### config.mk
export PLATFORM = sky130hd
export DESIGN_NAME = uart_irq_ctrl
export DESIGN_NICKNAME = d
export VERILOG_FILES = /design/src/rtl/uart_irq_pkg.sv /design/src/rtl/uart_irq_decode.sv /design/src/rtl/uart_irq_cell.sv /design/src/rtl/uart_irq_rdmux.sv /design/src/rtl/uart_irq_ctrl.sv
export SDC_FILE = /design/constraint.sdc
export NUM_CORES = 1
export LEC_CHECK = 0
export CORE_ASPECT_RATIO = 0.8
export CORE_UTILIZATION = 30
export DETAILED_ROUTE_END_ITERATION = 10
export PLACE_DENSITY = 0.88
export SLEW_MARGIN = 20
export SYNTH_ARGS = -nofsm -noshare
export SYNTH_HDL_FRONTEND = slang
export SYNTH_SLANG_ARGS = --single-unit
### constraint.sdc
create_clock -name clk -period 1 [get_ports clk]
set_input_delay 0.15 -clock clk [delete_from_list [all_inputs] [get_ports clk]]
set_output_delay 0.15 -clock clk [all_outputs]
set_load 0.005 [all_outputs]
### src/rtl/uart_irq_pkg.sv
package uart_irq_pkg;
  // Source positions; the bit index is part of the software contract.
  typedef enum int unsigned {
    SRC_TX_WMARK = 0,
    SRC_RX_WMARK = 1,
    SRC_TX_DONE  = 2,
    SRC_RX_OVFL  = 3
  } irq_src_e;

  localparam int unsigned IRQ_SRC_COUNT = 4;

  // Byte offsets of the register words.
  localparam logic [7:0] OFF_PENDING = 8'h00;
  localparam logic [7:0] OFF_ENABLE  = 8'h04;
  localparam logic [7:0] OFF_FORCE   = 8'h08;

  // One-hot register selects produced by the address decoder.
  typedef struct packed {
    logic wr_pending;
    logic wr_enable;
    logic wr_force;
    logic rd_pending;
    logic rd_enable;
    logic rd_any;
  } reg_sel_t;
endpackage

### src/rtl/uart_irq_decode.sv
module uart_irq_decode
  import uart_irq_pkg::*;
#(
  parameter int ADDR_W = 4
) (
  input  logic [ADDR_W-1:0] addr,
  input  logic              wr,
  input  logic              rd,
  output reg_sel_t          sel
);
  localparam int WORD_W = ADDR_W - 2;
  localparam logic [WORD_W-1:0] W_PENDING = WORD_W'(OFF_PENDING >> 2);
  localparam logic [WORD_W-1:0] W_ENABLE  = WORD_W'(OFF_ENABLE  >> 2);
  localparam logic [WORD_W-1:0] W_FORCE   = WORD_W'(OFF_FORCE   >> 2);

  logic [WORD_W-1:0] word;
  logic hit_pending, hit_enable, hit_force;
  logic unused_byte_lanes;

  assign word              = addr[ADDR_W-1:2];
  assign unused_byte_lanes = ^addr[1:0];

  assign hit_pending = (word == W_PENDING);
  assign hit_enable  = (word == W_ENABLE);
  assign hit_force   = (word == W_FORCE);

  always_comb begin
    sel            = '0;
    sel.wr_pending = wr & hit_pending;
    sel.wr_enable  = wr & hit_enable;
    sel.wr_force   = wr & hit_force;
    sel.rd_pending = rd & hit_pending;
    sel.rd_enable  = rd & hit_enable;
    // Force and unmapped words read as zero; only the strobe matters.
    sel.rd_any     = rd;
  end
endmodule

### src/rtl/uart_irq_cell.sv
module uart_irq_cell (
  input  logic clk,
  input  logic rst_n,
  input  logic hw_set,
  input  logic sw_set,
  input  logic sw_clr,
  input  logic en_we,
  input  logic en_d,
  output logic pend_q,
  output logic en_q,
  output logic irq
);
  // Set sources take priority over an acknowledge in the same cycle.
  always_ff @(posedge clk or negedge rst_n) begin
    if (!rst_n) begin
      pend_q <= 1'b0;
    end else if (hw_set || sw_set) begin
      pend_q <= 1'b1;
    end else if (sw_clr) begin
      pend_q <= 1'b0;
    end
  end

  always_ff @(posedge clk or negedge rst_n) begin
    if (!rst_n) begin
      en_q <= 1'b0;
    end else if (en_we) begin
      en_q <= en_d;
    end
  end

  assign irq = pend_q & en_q;
endmodule

### src/rtl/uart_irq_rdmux.sv
module uart_irq_rdmux
  import uart_irq_pkg::*;
#(
  parameter int NUM_SRC = 4,
  parameter int DATA_W  = 32
) (
  input  logic               clk,
  input  logic               rst_n,
  input  reg_sel_t           sel,
  input  logic [NUM_SRC-1:0] pend,
  input  logic [NUM_SRC-1:0] enable,
  output logic [DATA_W-1:0]  rdata,
  output logic               rvalid
);
  logic [DATA_W-1:0] rd_next;

  always_comb begin
    rd_next = '0;
    if (sel.rd_pending) begin
      rd_next[NUM_SRC-1:0] = pend;
    end else if (sel.rd_enable) begin
      rd_next[NUM_SRC-1:0] = enable;
    end
  end

  always_ff @(posedge clk or negedge rst_n) begin
    if (!rst_n) begin
      rdata  <= '0;
      rvalid <= 1'b0;
    end else begin
      rvalid <= sel.rd_any;
      if (sel.rd_any) begin
        rdata <= rd_next;
      end
    end
  end
endmodule

### src/rtl/uart_irq_ctrl.sv
module uart_irq_ctrl
  import uart_irq_pkg::*;
#(
  parameter int NUM_SRC = IRQ_SRC_COUNT,
  parameter int DATA_W  = 32,
  parameter int ADDR_W  = 4
) (
  input  logic               clk,
  input  logic               rst_n,
  input  logic               reg_wr,
  input  logic               reg_rd,
  input  logic [ADDR_W-1:0]  reg_addr,
  input  logic [DATA_W-1:0]  reg_wdata,
  output logic [DATA_W-1:0]  reg_rdata,
  output logic               reg_rvalid,
  input  logic [NUM_SRC-1:0] src_event,
  output logic [NUM_SRC-1:0] irq
);
  reg_sel_t           sel;
  logic [NUM_SRC-1:0] pend_vec;
  logic [NUM_SRC-1:0] en_vec;
  logic               unused_wdata_hi;

  assign unused_wdata_hi = ^reg_wdata[DATA_W-1:NUM_SRC];

  uart_irq_decode #(.ADDR_W(ADDR_W)) u_decode (
    .addr (reg_addr),
    .wr   (reg_wr),
    .rd   (reg_rd),
    .sel  (sel)
  );

  for (genvar i = 0; i < NUM_SRC; i++) begin : g_src
    uart_irq_cell u_cell (
      .clk    (clk),
      .rst_n  (rst_n),
      .hw_set (src_event[i]),
      .sw_set (sel.wr_force & reg_wdata[i]),
      .sw_clr (sel.wr_pending & reg_wdata[i]),
      .en_we  (sel.wr_enable),
      .en_d   (reg_wdata[i]),
      .pend_q (pend_vec[i]),
      .en_q   (en_vec[i]),
      .irq    (irq[i])
    );
  end

  uart_irq_rdmux #(.NUM_SRC(NUM_SRC), .DATA_W(DATA_W)) u_rdmux (
    .clk    (clk),
    .rst_n  (rst_n),
    .sel    (sel),
    .pend   (pend_vec),
    .enable (en_vec),
    .rdata  (reg_rdata),
    .rvalid (reg_rvalid)
  );
endmodule

### After elaboration in Yosys (flattened, before gate mapping)

Index checks and enable logic that the tools add are counted.

| cells by class | value |
|---|---|
| add/subtract/negate cells | 0 |
| multiply operators | 0 |
| div/mod/pow operators | 0 |
| $lt $le $gt $ge | 0 |
| equality and inequality tests | 2 |
| shifts and indexed selects | 0 |
| multiplexer cells | 10 |
| bitwise operators | 17 |
| reduce and logical (&&, ||, !) cells | 9 |

Operator list:

| kind | number |
|---|---|
| $and A1 B1 Y1 | 17 |
| $mux W1 | 8 |
| $mux W4 | 2 |
| $reduce_bool A2 Y1 | 4 |
| $logic_or A1 B1 Y1 | 4 |
| $eq A2 B1 Y1 const B | 1 |
| $eq A2 B2 Y1 const B | 1 |
| $logic_not A2 Y1 | 1 |

| word-level totals | value |
|---|---|
| register bits | 13 |
| bits in latches | 0 |
| bits in writable memories | 0 |
| memory bits (read-only) | 0 |
| word-level logic and storage cells | 48 |
| memories kept | 0 |

### Depth between registers and ports, before layout

Gate-level depths: netlist (run 1).

| logic depth | value |
|---|---|
| depth after elaboration | 5 |
| depth in mapped cells | 3 |

### Hierarchy

A second synthesis (run 1) with hierarchy kept.

| unflattened totals | value |
|---|---|
| cell total of the unflattened synthesis | 93 |
| area, all modules | 863.3 µm² |

By module, submodules not included:

| module | times used | cells each | area an instance (µm²) |
|---|---|---|---|
| uart_irq_rdmux | 1 | 51 | 429.2 |
| uart_irq_cell | 4 | 7 | 83.8 |
| uart_irq_ctrl | 1 | 8 | 50.0 |
| uart_irq_decode | 1 | 6 | 48.8 |

### Least setup slack after synthesis (run 1)

Ideal clock, no wire load.

| timing path | value |
|---|---|
| path type | input port to flip-flop |
| start | in reg_addr[2] |
| end | reg g_src[0].u_cell.en_q |
| setup time | 125 ps |
| arrival time | 705 ps |
| required time | 875 ps |
| setup slack | 170 ps |
| stages on the path | 3 |
| buffers on the path | 1 |
| cells stage by stage | buf_4 nand3b_4 mux2_4 |

| between the ends | value |
|---|---|
| longest elaborated chain between the ends | 2 |

Ends and longest elaborated chain:

| what | RTL line | text |
|---|---|---|
| start: declaration | uart_irq_ctrl.sv:12 | `input logic [ADDR_W-1:0] reg_addr,` |
| $eq A2 B1 Y1 | uart_irq_decode.sv:24 | `assign hit_enable = (word == W_ENABLE);` |
| $and A1 B1 Y1 | uart_irq_decode.sv:30 | `sel.wr_enable = wr & hit_enable;` |
| end signal: assignment | uart_irq_cell.sv:28 | `en_q <= en_d;` |
| end: declaration | uart_irq_cell.sv:10 | `output logic en_q,` |

No other way between the ends.
A chain may end at the register's enable or synchronous reset.

### Worst setup path after layout (run 1)

| timing path | value |
|---|---|
| start | reg g_src[3].u_cell.pend_q |
| end | out irq[3] |

| between the ends | value |
|---|---|
| longest elaborated chain between the ends | 1 |

Ends and longest elaborated chain:

| what | RTL line | text |
|---|---|---|
| start: declaration | uart_irq_cell.sv:9 | `output logic pend_q,` |
| start signal: assignment | uart_irq_cell.sv:16 | `pend_q <= 1'b0;` |
| start signal: assignment | uart_irq_cell.sv:18 | `pend_q <= 1'b1;` |
| start signal: assignment | uart_irq_cell.sv:20 | `pend_q <= 1'b0;` |
| $and A1 B1 Y1 | uart_irq_cell.sv:32 | `assign irq = pend_q & en_q;` |
| end: declaration | uart_irq_ctrl.sv:17 | `output logic [NUM_SRC-1:0] irq` |

No other way between the ends.

==> flow_summary.json, run 1 <==
{
  "status": "finished with violations",
  "violations": "setup timing",
  "crit_family": "flip-flops",
  "fin_crit_sh": 1.07,
  "firstDrtPassIters": 4,
  "num_vias": 616,
  "gp_congestion": 0.802,
  "dp_cells": 151,
  "power.density_nw_per_um2": 1220,
  "avgSynthCellArea_um2": 10.2,
  "grt_pass1_wl_mm": 2.48,
  "start_util": 0.316,
  "cts-root-buf": "clkbuf_4",
  "fillers": 288,
  "max_cap_violations": 0,
  "end_kind": "output port",
  "grt_start_max_net_pins": 14,
  "setup_viol": 4,
  "cp_cell_sequence": "and2_1 -> buf_2",
  "dieArea_um2": 3110,
  "cts_buffers": 3,
  "synthTopCellsByArea": "dfrtp_1, buf_4, mux2i_1",
  "pre_cts_ws_ps": -333,
  "cts_hold_buffers": 0,
  "drt-total-wl_mm": 1.58,
  "p_total_mw": 1.36,
  "hold_violations": 0,
  "critical_path_class": "register to output port",
  "ir_drop_uv": 577,
  "numPortBuffers": 22,
  "rows": 17,
  "ant_nets": 0,
  "synth_cells": 85,
  "cts_sinks": 13,
  "antenna_cells": 0,
  "synth_seq_area_share": 0.375,
  "fmax_mhz": 933,
  "setup_ws_ps": -71.5,
  "grtUsageTotal": 0.109,
  "p_leak_nw": 0.605,
  "use_met1": 0.130,
  "critPathMaxFanout": 2,
  "antenna_found_initial": 0,
  "worst-path-buf-inv": 1,
  "rsz0062_at_grt": "yes",
  "startpoint": "g_src[3].u_cell.pend_q",
  "fin_skew_ps": 0.427,
  "route.detailed.drc": 0,
  "nets": 169,
  "critical_path.max_stage_delay_ps": 370,
  "drive_above_1_share": 0.290,
  "cp_slowest_cell": "dfrtp_1",
  "setup_tns_ps": -271,
  "overflow": 0,
  "coreArea_um2": 2740,
  "busiest_layer": "met2",
  "min_path_type": "input pin to async pin",
  "synth.distinct_cells": 12,
  "yosysWarnings": 0,
  "io_pins": 81,
  "die_h_um": 50.1,
  "cts_buffer_depth": 2,
  "syn_to_final_growth_pct": 28.8,
  "cts_tree": "built",
  "post_drt_wl_per_cell_um": 9.73,
  "grt_pass1_vias": 574,
  "dp.final_hpwl_mm": 1.24,
  "report.final.slew_viol_count": 0,
  "worst_setup_path_start_kind": "register",
  "synth_seq_cells": 13,
  "grt.met3_usage": 0.0532,
  "die_w_um": 62.2,
  "dr.first_iter.drc_count": 5,
  "netlist_area_um2": 868,
  "grt_use_met2": 0.172,
  "worstPathArrival_ps": 920,
  "worstReg2RegStart": "g_src[1].u_cell.en_q",
  "clkTransAtPathRegs_ps": 80,
  "yosysTopAreaCell": "dfrtp_1",
  "final_util": 0.408,
  "viasPerCell": 3.80,
  "clock_latency_ps": 280,
  "h-tree-depth": 1,
  "final_cells": 162,
  "critPathRequiredTime_ps": 850,
  "yosysTopAreaCellShare": 0.375,
  "finalCriticalPeriod_ps": 1070
}
flip-flops by register name, summed over array words and instances (netlist names):
register,count
g_src.u_cell.en_q,4
g_src.u_cell.pend_q,4
u_rdmux.rdata,4
u_rdmux.rvalid,1
area by class of cell:
cell class	count	area, um2	share of cell area
Multi-Input combinational cell	62	382	0.341
Tap cell	38	47.5	0.0425
Clock buffer	4	26.3	0.0235
Sequential cell	13	325	0.291
Inverter	4	15.0	0.0134
Timing Repair Buffer	41	323	0.289
where the power goes:
group	leakage, nW	switching, mW	internal (mW)
clock network	0.0150	0.169	0.155
logic	0.443	0.165	0.263
registers	0.146	0.0263	0.582
total	0.605	0.361	1.00
cells in the final DEF (no fill, tap or decap):
cell type / count
dfrtp_1: 13
and2_1: 4
buf_6: 1
buf_4: 18
dlymetal6s2s_1: 1
clkbuf_1: 1
conb_1: 28
buf_2: 8
clkdlybuf4s50_1: 11
nand3b_1: 4
nor2_1: 8
o22ai_1: 4
dlygate4sd2_1: 1
clkbuf_2: 1
mux2i_1: 8
mux2_4: 4
nand2b_1: 1
nand3b_4: 1
inv_1: 4
clkbuf_4: 3
metrics by stage:
step / hold slack, ps / instance area (um2)
after detailed placement: 469 / 1080
after global routing: 201 / 1120
after global placement: 473 / 1080
after CTS: 177 / 1110
after floorplan: -146 / 970
final: 174 / 1120
kinds of logic after synthesis:
| logic type | count (synthesis) | synth area share |
|---|---|---|
| buffers and inverters | 37 | 0.303 |
| AND/OR/NAND/NOR | 18 | 0.128 |
| flip-flops | 13 | 0.375 |
| multiplexers | 12 | 0.161 |
| AO/OA/AOI/OAI | 4 | 0.0288 |
| other | 1 | 0.00432 |
path summary, 6_finish.rpt:
check                      cells past startpoint  slack (ps)                   end
min in group clk                               3         360  g_src[3].u_cell.en_q
max in group asynchronous                      2         660  g_src[2].u_cell.en_q
setup reg to reg                               3          20  g_src[1].u_cell.en_q
hold reg to reg                                2         540      u_rdmux.rdata[2]
setup / recovery                               2         -70                irq[3]
hold / removal                                 2         170      u_rdmux.rdata[3]
cells in the mapped netlist:
cell and instances:
and2_1 4, buf_4 33, conb_1 1, dfrtp_1 13
inv_1 4, mux2_4 4, mux2i_1 8, nand2b_1 1
nand3b_1 4, nand3b_4 1, nor2_1 8, o22ai_1 4
routing by layer:
layer  up-vias  routed length, um
li1        298                  -
met1       285                681
met2        28                753
met3         5                124
met4         0                 17
met5         -                  0
timing repair:
action | 4_1_cts | 5_1_grt
setup endpoints to repair | 18 | 10
pin swaps | 3 | 3
gates resized for setup | 35 | 2
buffers inserted | 5 | 2
No activity file was read; power rests on OpenSTA's default activity.
==> inputs of run 2 (changes only) <==
Settings changed: SETUP_SLACK_MARGIN set to 0.3.
==> flow_summary.json, run 2 (synthesis gave the netlist of run 1 again) <==
{
  "status": "finished with violations",
  "violations": "setup timing",
  "ant_nets": 0,
  "syn_to_final_growth_pct": 41.4,
  "rsz0062_at_grt": "yes",
  "reg.largest.list": "g_src.u_cell.en_q x4, g_src.u_cell.pend_q x4, u_rdmux.rdata x4",
  "max_cap_violations": 0,
  "min_path_type": "input pin to async pin",
  "dr.first_iter.drc_count": 11,
  "cts_buffer_depth": 2,
  "crit_top_cell": "buf_6",
  "overflow": 0,
  "io_pins": 81,
  "cts-root-buf": "clkbuf_4",
  "setup_ws_ps": -99.4,
  "final_common_cell": "conb_1",
  "seqCellArea_um2": 325,
  "cp_cell_sequence": "buf_4 -> buf_6 -> buf_6 -> mux2i_1 -> o22ai_1",
  "numPortBuffers": 22,
  "cts_hold_buffers": 0,
  "rows": 17,
  "antenna_found_initial": 0,
  "multiInputGateArea_um2": 403,
  "fillers": 250,
  "num_vias": 634,
  "antenna_cells": 0,
  "viasPerCell": 3.77,
  "dieArea_um2": 3110,
  "setup_tns_ps": -547,
  "die_w_um": 62.2,
  "nets": 175,
  "worst_setup_path_start_kind": "register",
  "firstDrtPassIters": 4,
  "fmax_mhz": 910,
  "start_util": 0.316,
  "drive_above_1_share": 0.369,
  "end_kind": "register",
  "r2r_cells": 5,
  "cp_slowest_cell": "dfrtp_1",
  "ir_drop_uv": 320,
  "route.detailed.drc": 0,
  "most-common-layout-cells": "conb_1, dfrtp_1, buf_6, buf_4, clkdlybuf4s50_1",
  "coreArea_um2": 2740,
  "critPathRequiredTime_ps": 1150,
  "grt_pass1_vias": 591,
  "clkTransAtPathRegs_ps": 70,
  "critPathMaxFanout": 2,
  "grt_pass1_wl_mm": 2.68,
  "worstPathArrival_ps": 1250,
  "cts_buffers": 3,
  "drt-total-wl_mm": 1.78,
  "hold_violations": 0,
  "fin_crit_sh": 1.10,
  "cts_sinks": 13,
  "critical_path_class": "register to register",
  "critical_path.max_stage_delay_ps": 390,
  "p_leak_nw": 0.647,
  "power.density_nw_per_um2": 1200,
  "final_cells": 168,
  "fin_skew_ps": 0.473,
  "post_drt_wl_per_cell_um": 10.6,
  "finalCriticalPeriod_ps": 1100,
  "setup_viol": 7,
  "h-tree-depth": 1,
  "grt_start_max_net_pins": 14,
  "dp_cells": 154,
  "clock_latency_ps": 270,
  "die_h_um": 50.1,
  "gp_congestion": 0.806,
  "cts_tree": "built",
  "grtUsageTotal": 0.115,
  "report.final.slew_viol_count": 0,
  "dp.final_hpwl_mm": 1.33
}
run 2: cell types whose count changed in the layout (fill, tap and decap cells not counted), sizes merged:
cell,change
clkbuf,-1
dlymetal6s2s,-1
buf,+7
clkdlybuf4s50,-1
dlygate4sd2,+2
run 2: worst paths after layout:
kind,from,end,slack [ps]
max in group asynchronous,rst_n,g_src[3].u_cell.en_q,660
worst max-delay path,g_src[1].u_cell.pend_q,u_rdmux.rdata[1],-100
worst min-delay path,rst_n,u_rdmux.rdata[0],180
min in group clk,reg_rd,u_rdmux.rvalid,390
worst min register to register,u_rdmux.rdata[1],u_rdmux.rdata[1],530
worst max register to register,g_src[1].u_cell.pend_q,u_rdmux.rdata[1],-100
run 2: area by class of cell:
type                            instances  share of cell area
Clock buffer                            4              0.0214
Tap cell                               38              0.0387
Inverter                                4              0.0122
Timing Repair Buffer                   47               0.334
Sequential cell                        13               0.265
Multi-Input combinational cell         62               0.328
run 2: worst max-delay path, delay by kind of cell, from the launching register on:
kind / cells / cell delay (ps)
DFF: 1 / 390
buffers and inverters: 3 / 360
muxes: 1 / 150
AOI/OAI and AO/OA: 1 / 80
run 2: power breakdown:
group / switching [mW] / total [mW] / internal, mW / leakage, nW
clock network: 0.162 / 0.317 / 0.155 / 0.0150
registers: 0.0319 / 0.615 / 0.583 / 0.146
logic: 0.199 / 0.545 / 0.346 / 0.486
run 2: through the flow:
step / cell area [um2] / utilization / hold slack [ps] / power (mW) / worst slack, ps
global placement: 1100 / 0.402 / 475 / 1.05 / -295
detailed placement: 1100 / 0.402 / 468 / 1.07 / -333
finish: 1230 / 0.447 / 181 / 1.48 / -99.4
CTS: 1150 / 0.420 / 181 / 1.40 / -91.8
global route: 1230 / 0.447 / 192 / 1.57 / -130
floorplan: 982 / - / -146 / 0.916 / 217
run 2: repair_timing:
item,CTS,global route
gates resized for setup,50,8
setup endpoints to repair,21,21
setup buffers,4,6
pin swaps,4,4
run 2: layer usage:
metal,global-route usage,vias up,routed length [um]
met5,0,-,0
met4,0.0930,0,26
met3,0.0440,4,116
met2,0.185,24,920
met1,0.122,299,713
li1,-,307,-
